==> config.mk <==
export PLATFORM = sky130hd
export DESIGN_NAME = nvram_store_arbiter
export DESIGN_NICKNAME = d
export VERILOG_FILES = /design/src/rtl/nsa_pkg.sv /design/src/rtl/nsa_sync.sv /design/src/rtl/nsa_sram.sv /design/src/rtl/nsa_fsm.sv /design/src/rtl/nvram_store_arbiter.sv
export SDC_FILE = /design/constraint.sdc
export NUM_CORES = 1
export LEC_CHECK = 0
export BUFFER_PORTS_ARGS = -buffer_cell sky130_fd_sc_hd__buf_2
export CAP_MARGIN = 15
export CORE_MARGIN = 2
export CORE_UTILIZATION = 25
export CTS_CLUSTER_DIAMETER = 100
export DETAILED_ROUTE_END_ITERATION = 12
export SYNTH_ARGS = -nofsm -noshare
export SYNTH_HDL_FRONTEND = slang
export SYNTH_SLANG_ARGS = --single-unit
==> constraint.sdc <==
create_clock -name clk -period 2 [get_ports clk]
set_input_delay 0.2 -clock clk [delete_from_list [all_inputs] [get_ports clk]]
set_output_delay 0.2 -clock clk [all_outputs]
set_load 0.03 [all_outputs]
==> src/rtl/nsa_pkg.sv <==
package nsa_pkg;

  typedef enum logic [3:0] {
    ST_IDLE,
    ST_GRACE,
    ST_HOLD,
    ST_COPY,
    ST_PROG,
    ST_WAITHI,
    ST_RECOV,
    ST_CLEAR,
    ST_LOAD
  } nsa_state_e;

  typedef enum logic [1:0] {
    OP_NONE,
    OP_HW,
    OP_SW,
    OP_RCL
  } nsa_op_e;

endpackage

==> src/rtl/nsa_sync.sv <==
module nsa_sync #(
  parameter int   STAGES  = 2,
  parameter logic RST_VAL = 1'b1
) (
  input  logic clk,
  input  logic rst,
  input  logic d,
  output logic q
);
  logic [STAGES-1:0] chain;

  always_ff @(posedge clk) begin
    if (rst) chain <= {STAGES{RST_VAL}};
    else     chain <= {chain[STAGES-2:0], d};
  end

  assign q = chain[STAGES-1];
endmodule

==> src/rtl/nsa_sram.sv <==
module nsa_sram #(
  parameter int AW = 4,
  parameter int DW = 8
) (
  input  logic          clk,
  input  logic          we,
  input  logic [AW-1:0] waddr,
  input  logic [DW-1:0] wdata,
  input  logic          re,
  input  logic [AW-1:0] raddr,
  output logic [DW-1:0] rdata
);
  localparam int DEPTH = 1 << AW;

  logic [DW-1:0] mem [DEPTH];

  always_ff @(posedge clk) begin
    if (we) mem[waddr] <= wdata;
  end

  always_ff @(posedge clk) begin
    if (re) rdata <= mem[raddr];
  end
endmodule

==> src/rtl/nsa_fsm.sv <==
module nsa_fsm
  import nsa_pkg::*;
#(
  parameter int AW          = 4,
  parameter int GRACE_CYC   = 16,
  parameter int RECOVER_CYC = 4
) (
  input  logic          clk,
  input  logic          rst,
  input  logic          line_hi,
  input  logic          sw_store,
  input  logic          sw_recall,
  input  logic          wr_live,
  input  logic          dirty,
  input  logic          nv_done,
  output nsa_state_e    st,
  output logic [AW-1:0] idx,
  output logic          busy_oe,
  output logic          nv_store_start,
  output logic          nv_recall_start,
  output logic          grace_abort,
  output logic          store_done,
  output logic          recall_done
);
  localparam int GW = $clog2(GRACE_CYC + 1);
  localparam int RW = $clog2(RECOVER_CYC + 1);
  localparam int CW = (GW > RW) ? GW : RW;
  localparam logic [AW-1:0] LAST  = '1;
  localparam logic [CW-1:0] G_LIM = CW'(GRACE_CYC);
  localparam logic [CW-1:0] R_LIM = CW'(RECOVER_CYC - 1);

  nsa_state_e    st_n;
  nsa_op_e       op, op_n;
  logic [CW-1:0] cnt, cnt_n;
  logic [AW-1:0] idx_n;

  always_comb begin
    st_n  = st;
    op_n  = op;
    cnt_n = cnt;
    idx_n = idx;
    unique case (st)
      ST_IDLE: begin
        cnt_n = '0;
        if (sw_store) begin
          op_n = OP_SW;  st_n = ST_GRACE;
        end else if (sw_recall) begin
          op_n = OP_RCL; st_n = ST_GRACE;
        end else if (!line_hi) begin
          op_n = OP_HW;  st_n = ST_GRACE;
        end
      end
      ST_GRACE: begin
        if (!wr_live) begin
          idx_n = '0;
          unique case (op)
            OP_RCL:  st_n = ST_CLEAR;
            OP_SW:   st_n = ST_COPY;
            default: st_n = dirty ? ST_COPY : ST_HOLD;
          endcase
        end else if (cnt != G_LIM) begin
          cnt_n = cnt + 1'b1;
        end
      end
      ST_HOLD: begin
        if (line_hi) st_n = ST_IDLE;
      end
      ST_COPY: begin
        if (idx == LAST) st_n = ST_PROG;
        else             idx_n = idx + 1'b1;
      end
      ST_PROG: begin
        if (nv_done) st_n = ST_WAITHI;
      end
      ST_WAITHI: begin
        cnt_n = '0;
        if (line_hi) st_n = ST_RECOV;
      end
      ST_RECOV: begin
        if (cnt == R_LIM) st_n = ST_IDLE;
        else              cnt_n = cnt + 1'b1;
      end
      ST_CLEAR: begin
        if (idx == LAST) begin
          st_n = ST_LOAD; idx_n = '0;
        end else begin
          idx_n = idx + 1'b1;
        end
      end
      ST_LOAD: begin
        if (idx == LAST) st_n = ST_IDLE;
        else             idx_n = idx + 1'b1;
      end
      default: st_n = ST_IDLE;
    endcase
  end

  always_ff @(posedge clk) begin
    if (rst) begin
      st              <= ST_IDLE;
      op              <= OP_NONE;
      cnt             <= '0;
      idx             <= '0;
      busy_oe         <= 1'b0;
      nv_store_start  <= 1'b0;
      nv_recall_start <= 1'b0;
    end else begin
      st              <= st_n;
      op              <= op_n;
      cnt             <= cnt_n;
      idx             <= idx_n;
      busy_oe         <= (st_n == ST_COPY) || (st_n == ST_PROG);
      nv_store_start  <= (st_n == ST_COPY) && (st != ST_COPY);
      nv_recall_start <= (st_n == ST_LOAD) && (st != ST_LOAD);
    end
  end

  assign grace_abort = (st == ST_GRACE) && wr_live && (cnt == G_LIM);
  assign store_done  = (st == ST_PROG) && nv_done;
  assign recall_done = (st == ST_LOAD) && (idx == LAST);

  // a wire request on a clean SRAM parks in HOLD without driving the wire
  p_clean_skip_r1: assert property (@(posedge clk) disable iff (rst)
    (st == ST_GRACE && op == OP_HW && !wr_live && !dirty) |=> (st == ST_HOLD && !busy_oe));

  // a software store proceeds to the copy regardless of dirty
  p_sw_store_r2: assert property (@(posedge clk) disable iff (rst)
    (st == ST_GRACE && op == OP_SW && !wr_live) |=> (st == ST_COPY && busy_oe));

  // the wire stays pulled while the array has not reported completion
  p_busy_hold_r3: assert property (@(posedge clk) disable iff (rst)
    (st == ST_PROG && !nv_done) |=> busy_oe);

  // the wire is released while waiting for it to return high
  p_release_r4: assert property (@(posedge clk) disable iff (rst)
    (st == ST_WAITHI) |-> !busy_oe);

  // the grace counter never passes its limit
  p_grace_bound_r5: assert property (@(posedge clk) disable iff (rst)
    (st == ST_GRACE) |-> (cnt <= G_LIM));
endmodule

==> src/rtl/nvram_store_arbiter.sv <==
module nvram_store_arbiter
  import nsa_pkg::*;
#(
  parameter int AW          = 4,
  parameter int DW          = 8,
  parameter int GRACE_CYC   = 16,
  parameter int RECOVER_CYC = 4,
  parameter int SYNC_STAGES = 2
) (
  input  logic          clk,
  input  logic          rst,
  input  logic          bus_line_i,
  output logic          busy_oe_o,
  input  logic          sw_store_i,
  input  logic          sw_recall_i,
  input  logic          host_rd_i,
  input  logic [AW-1:0] host_raddr_i,
  output logic [DW-1:0] host_rdata_o,
  output logic          host_rvalid_o,
  input  logic          host_wcyc_i,
  input  logic [AW-1:0] host_waddr_i,
  input  logic [DW-1:0] host_wdata_i,
  output logic          nv_store_start_o,
  output logic          nv_recall_start_o,
  input  logic          nv_done_i,
  output logic          nv_we_o,
  output logic [AW-1:0] nv_addr_o,
  output logic [DW-1:0] nv_wdata_o,
  output logic [AW-1:0] nv_raddr_o,
  input  logic [DW-1:0] nv_rdata_i
);
  nsa_state_e    st;
  logic [AW-1:0] idx;
  logic          line_hi;
  logic          grace_abort, store_done, recall_done;
  logic          wcyc_q, wr_live, wr_acc, commit, dirty;
  logic [AW-1:0] wa;
  logic [DW-1:0] wd;
  logic          rd_ok, mem_re, mem_we;
  logic [AW-1:0] mem_raddr, mem_waddr;
  logic [DW-1:0] mem_wdata, mem_rdata;
  logic          copy_v;
  logic [AW-1:0] copy_a;

  nsa_sync #(.STAGES(SYNC_STAGES), .RST_VAL(1'b1)) u_sync (
    .clk (clk),
    .rst (rst),
    .d   (bus_line_i),
    .q   (line_hi)
  );

  nsa_fsm #(.AW(AW), .GRACE_CYC(GRACE_CYC), .RECOVER_CYC(RECOVER_CYC)) u_fsm (
    .clk             (clk),
    .rst             (rst),
    .line_hi         (line_hi),
    .sw_store        (sw_store_i),
    .sw_recall       (sw_recall_i),
    .wr_live         (wr_live),
    .dirty           (dirty),
    .nv_done         (nv_done_i),
    .st              (st),
    .idx             (idx),
    .busy_oe         (busy_oe_o),
    .nv_store_start  (nv_store_start_o),
    .nv_recall_start (nv_recall_start_o),
    .grace_abort     (grace_abort),
    .store_done      (store_done),
    .recall_done     (recall_done)
  );

  // host write cycle: accepted on its rising edge, committed on its falling edge
  assign wr_acc = host_wcyc_i && !wcyc_q && (st == ST_IDLE) && line_hi
                  && !sw_store_i && !sw_recall_i;
  assign commit = wr_live && !host_wcyc_i;

  always_ff @(posedge clk) begin
    if (rst) begin
      wcyc_q  <= 1'b0;
      wr_live <= 1'b0;
      wa      <= '0;
      wd      <= '0;
    end else begin
      wcyc_q <= host_wcyc_i;
      if (wr_acc)           wr_live <= 1'b1;
      else if (commit)      wr_live <= 1'b0;
      else if (grace_abort) wr_live <= 1'b0;
      if (host_wcyc_i && (wr_acc || wr_live)) begin
        wa <= host_waddr_i;
        wd <= host_wdata_i;
      end
    end
  end

  always_ff @(posedge clk) begin
    if (rst)                            dirty <= 1'b0;
    else if (commit)                    dirty <= 1'b1;
    else if (store_done || recall_done) dirty <= 1'b0;
  end

  // memory port muxing
  always_comb begin
    mem_we    = 1'b0;
    mem_waddr = idx;
    mem_wdata = '0;
    if (commit) begin
      mem_we    = 1'b1;
      mem_waddr = wa;
      mem_wdata = wd;
    end else if (st == ST_CLEAR) begin
      mem_we    = 1'b1;
    end else if (st == ST_LOAD) begin
      mem_we    = 1'b1;
      mem_wdata = nv_rdata_i;
    end
  end

  assign rd_ok     = host_rd_i && (st == ST_IDLE || st == ST_GRACE || st == ST_HOLD);
  assign mem_re    = rd_ok || (st == ST_COPY);
  assign mem_raddr = (st == ST_COPY) ? idx : host_raddr_i;

  nsa_sram #(.AW(AW), .DW(DW)) u_sram (
    .clk   (clk),
    .we    (mem_we),
    .waddr (mem_waddr),
    .wdata (mem_wdata),
    .re    (mem_re),
    .raddr (mem_raddr),
    .rdata (mem_rdata)
  );

  always_ff @(posedge clk) begin
    if (rst) begin
      host_rvalid_o <= 1'b0;
      copy_v        <= 1'b0;
      copy_a        <= '0;
    end else begin
      host_rvalid_o <= rd_ok;
      copy_v        <= (st == ST_COPY);
      copy_a        <= idx;
    end
  end

  assign host_rdata_o = mem_rdata;
  assign nv_we_o      = copy_v;
  assign nv_addr_o    = copy_a;
  assign nv_wdata_o   = mem_rdata;
  assign nv_raddr_o   = idx;

  // a write only becomes live after a cycle in which the wire was high
  p_wr_start_hi_r6: assert property (@(posedge clk) disable iff (rst)
    $rose(wr_live) |-> $past(line_hi));

  // no write lands while a store is running or the block is closed
  p_no_commit_closed_r4: assert property (@(posedge clk) disable iff (rst)
    (st == ST_COPY || st == ST_PROG || st == ST_WAITHI || st == ST_RECOV) |-> !commit);

  // a committed write leaves the block dirty
  p_dirty_set_r9: assert property (@(posedge clk) disable iff (rst)
    commit |=> dirty);

  // read data is only flagged for an accepted read
  p_rvalid_r13: assert property (@(posedge clk) disable iff (rst)
    host_rvalid_o |-> $past(host_rd_i));
endmodule

==> metrics.md, run 1 <==
| Metric | Value |
|---|---|
| Post-synth top area cell | edfxtp_1 |
| Flop2flop setup slack | -0.21 ns |
| WP data arrival | around 2.4 ns |
| Status | finished, violations left |
| Clock Latency Late Sink | 0.43 ns |
| Total track usage | 0.129 |
| Final period util | 1.10 |
| Yosys synthesis warning count | 0 |
| Final setup violation count | 8 |
| FFs w/ async S/R, synth | 0 |
| Initial antenna violation count | 1 |
| Fillers | 2976 |
| Final WL | 19800 um |
| Max Cap Viol | 0 |
| Final hold vios | 0 |
| Slew margin rel. | 0.604 |
| DRC errors left | 0 |
| Endpoint class of the critical path | register |
| Die height | 178 um |
| Via Count | 5559 |
| Clk root buf | clkbuf_16 |
| Maximum clock path buffer count | 2 |
| Synth top area share | 0.542 |
| I/O pin cnt | slightly above 60 |
| Max Freq | 453 MHz |
| Drt via density | 4.63 |
| I/O Buffers | 60 |
| Die span in x | 178 um |
| Synthesized flop and latch total | between 150 and 200 |
| CTS tree | yes |
| Final worst slack | -0.208 ns |
| Slowest library cell on the worst path | mux4_2 |
| GP Congestion | just over 0.8 |
| Num CTS Buffers | 17 |
| Area contributors post-synth | edfxtp_1 54%, dfxtp_1 11%, nand2_1 5.8%, mux2i_1 3.5%, nand3_1 3.3% |
| Slew @ Worst Pin | 0.592 ns |
| H-Tree Depth | 4 |
| First-pass GRT wire length | between 30000 and 40000 um |
| Critical R2R Launch | u_fsm.st[2] |
| Worst setup path end | u_sram.rdata[7] |
| Primary FF master, synth | edfxtp_1 |
| Syn nets | 685 |
| WL/cell | 16.5 um |
| RSZ-0062 raised after global routing | true |
| Power Density | 821 nW/um^2 |
| Largest net degree at the start of global routing | 25 |
| Layout cells sized above 1 | 0.338 |
| EDFF count, synth | between 100 and 150 |
| Fin nets | approximately 830 |
| P_leak | 3.51 nW |
| HPWL after DPL | 13600 um |
| Area of the core | a little under 30000 um^2 |
| Setup CP Type | reg2reg |
| Hold Path Class | in2reg |
| Hold Crit Depth | 3 |
| Vias in the first global route | between 5k and 6k |
| Initial Utilization | 0.254 |
| DR pass1 iterations | 5 |
| Launch point of the worst path | u_fsm.st[2] |
| Pre-CTS WS | -0.365 ns |
| Setup TNS | -1.20 ns |
| Clock slew at reported path FFs | roughly 0.07 ns |
| Max stage delay on crit path | 0.47 ns |
| Register area | 4910 um^2 |
| CTS sink cnt | 177 |
| Failing checks | negative setup slack |
| Sequential area share after synthesis | 0.651 |
| Synth unique cells | 55 |
| Syn Inst Count | between 600 and 700 |
| Peak supply drop | about 0.00056 V |
| Reg2Reg Capture Point | u_sram.rdata[7] |
| Startpoint Class | register |
| Die ar. | between 30000 and 40000 um^2 |
| DRT antenna net count | 0 |
| Grt ovf | 0 |
| Worst-path cell chain | and4bb_1 -> buf_6 -> mux2_4 -> mux4_2 -> o21ai_2 -> o22ai_1 |
| Cell area after synthesis | 7540 um^2 |
| CP required | 2.16 ns |
| Tmin final | 2.21 ns |
| Row count | 63 |
| Worst Reg2Reg Path Length in Cells | 6 |
| Layout Skew | 0.0148 ns |
| First DRT Iteration DRCs | 402 |
| Worst-path maximum fanout | 7 |
| P&R area growth vs syn | 32.9% |
| Avg Cell Area, Syn | 11.6 um^2 |
| Fin. max-slew vios | 0 |
| Multi-input gate area | about 2700 um^2 |
| Hold slack | 0.00988 ns |
-- report_power, final --
part / internal, mW / total, mW / switching (mW)
logic: 0.405 / 0.942 / 0.537
clock network: 1.68 / 3.27 / 1.59
registers: 3.97 / 4.02 / 0.0435
-- state kept, by name, indices dropped and copies added, names as in the netlist --
name and count:
wcyc_q 1, wr_live 1, u_fsm.idx 4, u_sync.chain 2, wd 8, host_rvalid_o 1
u_sram.mem 128, nv_we_o 1, u_sram.rdata 8, wa 4, nv_addr_o 4, u_fsm.busy_oe 1
u_fsm.op 2, u_fsm.nv_store_start 1, u_fsm.st 4, dirty 1, u_fsm.nv_recall_start 1, u_fsm.cnt 5
-- final cells by class --
cell class / count / area share
clock inverters: 15 / 0.0166
diodes: 1 / 0.000250
repair buffers: 169 / 0.126
multi-input cells: 422 / 0.271
clock buffers: 17 / 0.0425
well taps: 390 / 0.0487
inverters: 10 / 0.00375
flip-flops and latches: 177 / 0.490
-- metrics by stage --
step                      std cells  utilization  power, mW  area, um^2
after floorplan                 650            -       4.63        7590
after global placement         1146        0.299       4.94        8860
after detailed placement       1146        0.299       4.95        8860
after CTS                      1197        0.333       8.25        9870
after global routing           1201        0.338       8.55       10000
final                          1201        0.338       8.23       10000
-- worst max-delay path, delay by kind of cell (launching register included) --
kind | cells | cell delay [ns]
compound gates | 2 | 0.29
buf+inv | 1 | 0.15
flops | 1 | 0.35
mux | 2 | 0.86
simple gates | 1 | 0.28
-- metal layers --
metal	track usage	part of all wire	up-vias
met1	0.182	0.47	2694
met4	0.0386	0.010	0
met5	0	0	-
li1	-	-	2658
met2	0.199	0.47	193
met3	0.0255	0.053	14
-- how the worst min path moves through the flow --
stage,slack (ns),startpoint,to
after floorplan,0.28,rst,u_fsm.st[1]
after global placement,0.39,bus_line_i,u_sync.chain[0]
after detailed placement,0.39,bus_line_i,u_sync.chain[0]
after CTS,0.004,host_wdata_i[5],wd[5]
after global routing,0.02,host_waddr_i[0],wa[0]
final,0.01,host_wdata_i[5],wd[5]
-- Yosys cell counts (3+ instances only) --
cell type / n
mux2_2: 5
a31oi_1: 12
buf_2: 10
nand3_1: 50
and3_1: 3
nor2b_1: 8
buf_4: 11
a21oi_1: 24
nor4_1: 4
xnor2_1: 3
ha_1: 3
inv_1: 10
mux2i_1: 26
dfxtp_1: 41
nand4_1: 7
a311oi_1: 4
edfxtp_1: 136
a22oi_1: 8
nor3_1: 14
or2_2: 4
nand2b_1: 5
nor2_1: 66
clkbuf_1: 15
o21ai_0: 16
buf_6: 4
nand2_1: 117
nor3b_1: 3
-- cell families (layout without fill, tap and decap cells) --
group / Yosys count / in the layout / share of synthesized area
DFF: 177 / 177 / 0.651
AOI/OAI and AO/OA: 83 / 83 / 0.0692
xor gates and xnor gates: 4 / 4 / 0.00465
other: 0 / 1 / 0
muxes: 37 / 38 / 0.0556
buffers and inverters: 52 / 211 / 0.0370
and+or+nand+nor: 294 / 294 / 0.178
adders and majority gates: 3 / 3 / 0.00498
-- what timing repair did --
item | in CTS | in global routing
pin swaps | 10 | 9
hold buffers | 8 | 0
setup buffers | 10 | 2
setup endpoints to repair | 121 | 111
resized for setup | 59 | 22
gates cloned | 1 | 1
endpoints found under the hold margin | 8 | 0
-- layout by cell type (no fill, tap or decap), types with 5 or more instances in the layout --
| cell | instances |
|---|---|
| a21oi_1 | 24 |
| a22oi_2 | 7 |
| a31oi_2 | 9 |
| buf_12 | 7 |
| buf_2 | 60 |
| buf_4 | 87 |
| buf_6 | 6 |
| clkbuf_16 | 18 |
| dfxtp_1 | 37 |
| dlygate4sd3_1 | 8 |
| edfxtp_1 | 136 |
| inv_1 | 10 |
| inv_8 | 5 |
| mux2i_1 | 23 |
| nand2_1 | 116 |
| nand2b_1 | 5 |
| nand3_1 | 42 |
| nand3_2 | 8 |
| nand4_1 | 7 |
| nor2_1 | 47 |
| nor2_2 | 6 |
| nor2_4 | 13 |
| nor2b_1 | 7 |
| nor3_1 | 13 |
| o21ai_0 | 14 |
Note: power is estimated with default switching activity, not from simulation.
==> run 2: changes to the inputs <==
--- a/config.mk
+++ b/config.mk
@@ -9,8 +9,10 @@
 export CAP_MARGIN = 15
 export CORE_MARGIN = 2
 export CORE_UTILIZATION = 25
+export CTS_BUF_LIST = sky130_fd_sc_hd__clkbuf_4 sky130_fd_sc_hd__clkbuf_8
 export CTS_CLUSTER_DIAMETER = 100
 export DETAILED_ROUTE_END_ITERATION = 12
+export HOLD_SLACK_MARGIN = 0.02
 export SYNTH_ARGS = -nofsm -noshare
 export SYNTH_HDL_FRONTEND = slang
 export SYNTH_SLANG_ARGS = --single-unit
==> run 2 against run 1 <==
Compared with the run above:
- sequential cell count is the same
- final area down 0.16%
- first-iteration DRC count rose by 12%
- non-clock buffer count is 13 higher
- utilization shrank 0.055 points
- critical endpoint unchanged
- the run still ends with negative setup slack left
- via count is 0.34% higher
- worst setup slack got worse by 0.027 ns
- maximum frequency fell by 1.2%
- sequential power barely moved
- largest cell class unchanged
- global-route usage about the same
==> metrics.md, run 2 (synthesized netlist as in run 1, its figures left out) <==
| Metric | Value |
|---|---|
| Status | finished, violations left (unchanged) |
| Failing checks | negative setup slack (unchanged) |
| GP Congestion | 0.805 (unchanged) |
| Initial antenna violation count | 0 (was 1) |
| Die span in x | 178 um (unchanged) |
| Multi-input gate area | 2760 um^2 (was 2720 um^2) |
| Critical R2R Launch | u_fsm.st[3] (was u_fsm.st[2]) |
| Setup TNS | -1.55 ns (was -1.20 ns) |
| HPWL after DPL | 13600 um (unchanged) |
| Die ar. | 31600 um^2 (unchanged) |
| Peak supply drop | 0.000369 V (was 0.000561 V) |
| Layout Skew | 0.0211 ns (was 0.0148 ns) |
| CP required | 2.20 ns (was 2.16 ns) |
| Final setup violation count | 8 (unchanged) |
| Power Density | 742 nW/um^2 (was 821 nW/um^2) |
| Dpl cell area | 8860 um^2 (unchanged) |
| Startpoint Class | register (unchanged) |
| Post-layout util | 0.337 (was 0.338) |
| WHS Endpoint | host_rvalid_o (was wd[5]) |
| Most frequent cells in the layout | 136 x edfxtp_1, 117 x nand2_1, 90 x buf_4 (was 136 x edfxtp_1, 116 x nand2_1, 87 x buf_4) |
| Fin nets | 845 (was 832) |
| N_diodes | 0 (was 1) |
| WL/cell | 16.3 um (was 16.5 um) |
| Pre-CTS WS | -0.365 ns (unchanged) |
| Sequential share of power | 0.541 (was 0.488) |
| Final worst slack | -0.235 ns (was -0.208 ns) |
| Grt ovf | 0 (unchanged) |
| Internal cell power | 5.34 mW (was 6.05 mW) |
| Max Freq | 447 MHz (was 453 MHz) |
| Fillers | 2977 (was 2976) |
| Worst-path maximum fanout | 7 (unchanged) |
| Total track usage | 0.129 (about the same) |
| Launch point of the worst hold path | host_rd_i (was host_wdata_i[5]) |
| Registers with the most flip-flops | u_sram.mem: 128 flops, u_sram.rdata: 8 flops, wd: 8 flops (unchanged) |
| Combinational Power Share | 0.132 (was 0.115) |
| Clock slew at reported path FFs | 0.10 ns (was 0.07 ns) |
| Layout cells sized above 1 | 0.345 (was 0.338) |
| Vias in the first global route | 5400 (was 5406) |
| Hold slack | 0.0503 ns (was 0.00988 ns) |
| Drt via density | 4.60 (was 4.63) |
| Switching Share | 0.280 (was 0.264) |
| Largest net degree at the start of global routing | 25 (unchanged) |
| Worst-path cell chain | and4bb_1 -> buf_6 -> mux2_4 -> mux4_2 -> o21ai_2 -> o22ai_1 (unchanged) |
| Non-filler cells, final | 1213 (was 1201) |
| Area of the core | 29600 um^2 (unchanged) |
| I/O Buffers | 60 (unchanged) |
| P_sw | 2.08 mW (was 2.17 mW) |
| Critical path's top delay family | multiplexers (unchanged) |
| Reg2Reg Capture Point | u_sram.rdata[7] (unchanged) |
| Hold Path Class | in2reg (unchanged) |
| Worst Reg2Reg Path Length in Cells | 6 (unchanged) |
| H-Tree Depth | 4 (unchanged) |
| First-pass GRT wire length | 30800 um (was 30700 um) |
| DRC errors left | 0 (unchanged) |
| Worst path bufs/invs | 1 (unchanged) |
| Via Count | 5578 (was 5559) |
| Clock Latency Late Sink | 0.47 ns (was 0.43 ns) |
| Power share of the clock group | 0.327 (was 0.397) |
| Clk root buf | clkbuf_8 (was clkbuf_16) |
| Slowest library cell on the worst path | mux4_2 (unchanged) |
| Post-route cell area | 10000 um^2 (about the same) |
| Setup CP Type | reg2reg (unchanged) |
| I/O pin cnt | 61 (unchanged) |
| First DRT Iteration DRCs | 450 (was 402) |
| Number of flip-flops under the largest register name | 128 (unchanged) |
| Register area | 4920 um^2 (was 4910 um^2) |
| Final period util | 1.12 (was 1.10) |
| DR pass1 iterations | 7 (was 5) |
| Max stage delay on crit path | 0.48 ns (was 0.47 ns) |
| Flop2flop setup slack | -0.24 ns (was -0.21 ns) |
| DRT antenna net count | 0 (unchanged) |
| WP data arrival | 2.44 ns (was 2.37 ns) |
| P&R area growth vs syn | 32.7% (was 32.9%) |
| CTS tree | yes (unchanged) |
| Overall Power | 7.42 mW (was 8.23 mW) |
| Row count | 63 (unchanged) |
| Initial Utilization | 0.254 (unchanged) |
| Final hold vios | 0 (unchanged) |
| RSZ-0062 raised after global routing | true (unchanged) |
| Max Cap Viol | 0 (unchanged) |
| Endpoint class of the critical path | register (unchanged) |
| Fin. max-slew vios | 0 (unchanged) |
| Slew @ Worst Pin | 0.594 ns (was 0.592 ns) |
| Post-placement cell count | 1146 (unchanged) |
| Maximum clock path buffer count | 2 (unchanged) |
| Final WL | 19700 um (was 19800 um) |
| Num CTS Buffers | 17 (unchanged) |
| Hold Crit Depth | 2 (was 3) |
| Die height | 178 um (unchanged) |
| Tmin final | 2.24 ns (was 2.21 ns) |
| Biggest register | u_sram.mem (unchanged) |
| Most common cell after layout, fill and taps aside | edfxtp_1 (unchanged) |
| Slew margin rel. | 0.603 (was 0.604) |
| P_leak | 3.50 nW (was 3.51 nW) |
| CTS sink cnt | 177 (unchanged) |
[run 2: changes by cell type in the layout (fill, tap and decap cells not counted), sizes merged]
cell	before	now
dlygate4sd3	8	16
buf	160	165
diode	1	0
[run 2: final cells by class]
class	instances	area share
multi-input cells	422	0.276
inverters	10	0.00375
clock buffers	17	0.0234
clock inverters	15	0.0166
well taps	390	0.0488
flip-flops and latches	177	0.492
repair buffers	182	0.139
[run 2: what timing repair did]
item / CTS / global route
setup endpoints to repair: 127 / 122
hold endpoints to repair: 16 / 0
cloned: 1 / 1
hold buffers: 16 / 0
resized for setup: 59 / 34
buffers inserted: 9 / 8
pin swaps: 10 / 13
[run 2: worst max-delay path by stage]
stage,start,end,cells past startpoint
floorplan,u_fsm.st[2],u_sram.rdata[7],8
global route,u_fsm.st[3],u_sram.rdata[5],8
finish,u_fsm.st[3],u_sram.rdata[7],6
CTS,u_fsm.st[2],u_sram.rdata[7],6
global placement,u_fsm.st[3],u_sram.rdata[0],8
detailed placement,u_fsm.st[2],u_sram.rdata[4],8
[run 2: power by group through the flow]
stage	logic, mW	clock network [mW]	registers, mW
after global routing	1.07	2.64	4.02
after floorplan	0.490	0	4.14
final	0.978	2.43	4.01
after global placement	0.840	0	4.10
after CTS	0.923	2.47	4.02
after detailed placement	0.845	0	4.10
[run 2: routing by layer]
layer  wire (um)  GRT usage  part of all wire
met5           0          0                 0
met4         207     0.0410             0.011
met3         970     0.0208             0.049
met2        9230      0.202              0.47
met1        9300      0.182              0.47
==> run 3: changes to the inputs <==
--- a/config.mk
+++ b/config.mk
@@ -5,7 +5,7 @@
 export SDC_FILE = /design/constraint.sdc
 export NUM_CORES = 1
 export LEC_CHECK = 0
-export BUFFER_PORTS_ARGS = -buffer_cell sky130_fd_sc_hd__buf_2
+export BUFFER_PORTS_ARGS = -buffer_cell sky130_fd_sc_hd__buf_4
 export CAP_MARGIN = 15
 export CORE_MARGIN = 2
 export CORE_UTILIZATION = 25
==> run 3 against run 2 <==
Compared with the run above:
- the run still ends with negative setup slack left
- clock power decreased by 2%
- critical path depth increased by 1
- sequential power barely moved
- largest power group unchanged
==> metrics.md, run 3 (synthesized netlist as in run 1, its figures left out) <==
| Metric | Value |
|---|---|
| Endpoint class of the critical path | register (unchanged) |
| I/O pin cnt | 61 (unchanged) |
| Sequential share of power | 0.544 (was 0.541) |
| Flop2flop setup slack | -0.24 ns (about the same) |
| Slew margin rel. | 0.557 (was 0.603) |
| Biggest register | u_sram.mem (unchanged) |
| Power share of the clock group | 0.321 (was 0.327) |
| Fin nets | 838 (was 845) |
| Reg2Reg Capture Point | u_sram.rdata[6] (was u_sram.rdata[7]) |
| Status | finished, violations left (unchanged) |
| Slew @ Worst Pin | 0.661 ns (was 0.594 ns) |
| Worst Reg2Reg Path Length in Cells | 7 (was 6) |
| Maximum clock path buffer count | 2 (unchanged) |
| Num CTS Buffers | 17 (unchanged) |
| Final setup violation count | 8 (unchanged) |
| HPWL after DPL | 13500 um (was 13600 um) |
| Dpl cell area | 9020 um^2 (was 8860 um^2) |
| Critical R2R Launch | u_fsm.st[3] (unchanged) |
| Internal cell power | 5.47 mW (was 5.34 mW) |
| Layout Skew | 0.00794 ns (was 0.0211 ns) |
| Power Density | 732 nW/um^2 (was 742 nW/um^2) |
| P_leak | 3.49 nW (was 3.50 nW) |
| Row count | 63 (unchanged) |
| Hold Path Class | in2reg (unchanged) |
| Initial antenna violation count | 0 (unchanged) |
| First DRT Iteration DRCs | 409 (was 450) |
| CTS sink cnt | 177 (unchanged) |
| Final WL | 19700 um (about the same) |
| Overall Power | 7.40 mW (was 7.42 mW) |
| Final worst slack | -0.239 ns (was -0.235 ns) |
| I/O Buffers | 60 (unchanged) |
| Clock slew at reported path FFs | 0.09 ns (was 0.10 ns) |
| Fillers | 2924 (was 2977) |
| Most frequent cells in the layout | 145 x buf_4, 136 x edfxtp_1, 116 x nand2_1 (was 136 x edfxtp_1, 117 x nand2_1, 90 x buf_4) |
| GP Congestion | 0.837 (was 0.805) |
| Setup TNS | -1.49 ns (was -1.55 ns) |
| Fin. max-slew vios | 0 (unchanged) |
| Registers with the most flip-flops | u_sram.mem: 128 flops, u_sram.rdata: 8 flops, wd: 8 flops (unchanged) |
| Die height | 178 um (unchanged) |
| Switching Share | 0.261 (was 0.280) |
| Failing checks | negative setup slack (unchanged) |
| Most common cell after layout, fill and taps aside | buf_4 (was edfxtp_1) |
| DR pass1 iterations | 5 (was 7) |
| WP data arrival | 2.45 ns (was 2.44 ns) |
| Area of the core | 29600 um^2 (unchanged) |
| Initial Utilization | 0.254 (unchanged) |
| Die ar. | 31600 um^2 (unchanged) |
| Detail Route met2 WL | 9300 um (was 9230 um) |
| Worst setup path end | u_sram.rdata[6] (was u_sram.rdata[7]) |
| WL met1 | 9030 um (was 9300 um) |
| Post-layout util | 0.341 (was 0.337) |
| Top routing layer used | met4 (unchanged) |
| RSZ-0062 raised after global routing | true (unchanged) |
| Combinational Power Share | 0.136 (was 0.132) |
| Startpoint Class | register (unchanged) |
| Final hold vios | 0 (unchanged) |
| DR WL met3 | 1080 um (was 970 um) |
| Final period util | 1.12 (about the same) |
| Post-route cell area | 10100 um^2 (was 10000 um^2) |
| First-pass GRT wire length | 30200 um (was 30800 um) |
| Grt ovf | 0 (unchanged) |
| Tmin final | 2.24 ns (about the same) |
| Layout cells sized above 1 | 0.343 (was 0.345) |
| Vias in the first global route | 5398 (was 5400) |
| Via Count | 5546 (was 5578) |
| CP required | 2.21 ns (was 2.20 ns) |
| Peak supply drop | 0.000397 V (was 0.000369 V) |
| Max Cap Viol | 0 (unchanged) |
| WL/cell | 16.3 um (about the same) |
| Clock Latency Late Sink | 0.46 ns (was 0.47 ns) |
| H-Tree Depth | 4 (unchanged) |
| Launch point of the worst path | u_fsm.st[3] (unchanged) |
| Die span in x | 178 um (unchanged) |
| Worst-path maximum fanout | 8 (was 7) |
| Clk root buf | clkbuf_8 (unchanged) |
| DRC errors left | 0 (unchanged) |
| DRT antenna net count | 0 (unchanged) |
| CTS tree | yes (unchanged) |
| Drt via density | 4.60 (about the same) |
| P&R area growth vs syn | 34.0% (was 32.7%) |
| Largest net degree at the start of global routing | 40 (was 25) |
| Total track usage | 0.127 (was 0.129) |
| Setup CP Type | reg2reg (unchanged) |
| P_sw | 1.93 mW (was 2.08 mW) |
| Number of flip-flops under the largest register name | 128 (unchanged) |
| Max Freq | 447 MHz (about the same) |
| N_diodes | 0 (unchanged) |
## run 3: changes by cell type in the layout (fill, tap and decap cells not counted), moves of 2 or more
cell / change
a21oi_1: -2
inv_8: -2
clkbuf_4: +2
a21oi_2: +2
buf_6: -3
clkinv_1: +2
buf_2: -60
a31oi_2: -3
clkinv_8: -4
a31oi_4: +2
buf_4: +55
nor3_2: +2
## run 3: power groups by stage
stage | Combinational [mW] | Sequential, mW | Clock [mW]
5_1_grt | 1.09 | 4.03 | 2.59
4_1_cts | 0.960 | 4.02 | 2.44
3_3_place_gp | 0.881 | 4.10 | 0
2_1_floorplan | 0.490 | 4.14 | 0
3_5_place_dp | 0.881 | 4.11 | 0
6_report | 1.00 | 4.02 | 2.37
## run 3: worst max-delay path, stage by stage (launching register included)
cell      delay [ns]
dfxtp_4         0.36
and4bb_1        0.31
buf_12          0.14
mux2_4          0.35
buf_8           0.16
mux4_2          0.46
nor2_1          0.12
o22ai_1         0.09
## run 3: metal layers
| layer | global-route usage | vias up |
|---|---|---|
| met5 | 0 | - |
| met4 | 0.0376 | 0 |
| met3 | 0.0242 | 19 |
| met2 | 0.199 | 177 |
| met1 | 0.177 | 2687 |
| li1 | - | 2663 |
## run 3: how the worst min path moves through the flow
stage,start,end,cells past startpoint,slack [ns]
final,rst,u_fsm.st[2],2,0.15
after global routing,rst,wd[0],2,0.14
after CTS,rst,wa[1],2,0.13
after detailed placement,bus_line_i,u_sync.chain[0],2,0.40
after global placement,bus_line_i,u_sync.chain[0],2,0.39
after floorplan,rst,u_fsm.st[1],1,0.28
## run 3: final cells by class
class,instances,area [um^2],share of cell area
sequential,177,4920,0.487
multi-input combinational,421,2780,0.275
timing repair buffer,176,1500,0.149
tap,390,488,0.0483
clock buffer,19,249,0.0246
clock inverter,13,129,0.0128
inverter,10,37.5,0.00371
## run 3: timing repair
| item | 4_1_cts | 5_1_grt |
|---|---|---|
| gates cloned | 0 | 1 |
| pin swaps | 18 | 17 |
| hold endpoints to repair | 17 | 0 |
| gates resized for setup | 58 | 38 |
| endpoints found under the setup margin | 137 | 145 |
| hold buffers | 17 | 0 |
| setup buffers | 8 | 4 |
## run 3: stage by stage
stage,hold WS (ns),setup WS [ns],cells
CTS,0.127,-0.262,1201
floorplan,0.280,-0.103,650
global route,0.140,-0.309,1206
global placement,0.388,-0.279,1144
finish,0.152,-0.239,1206
detailed placement,0.396,-0.448,1144
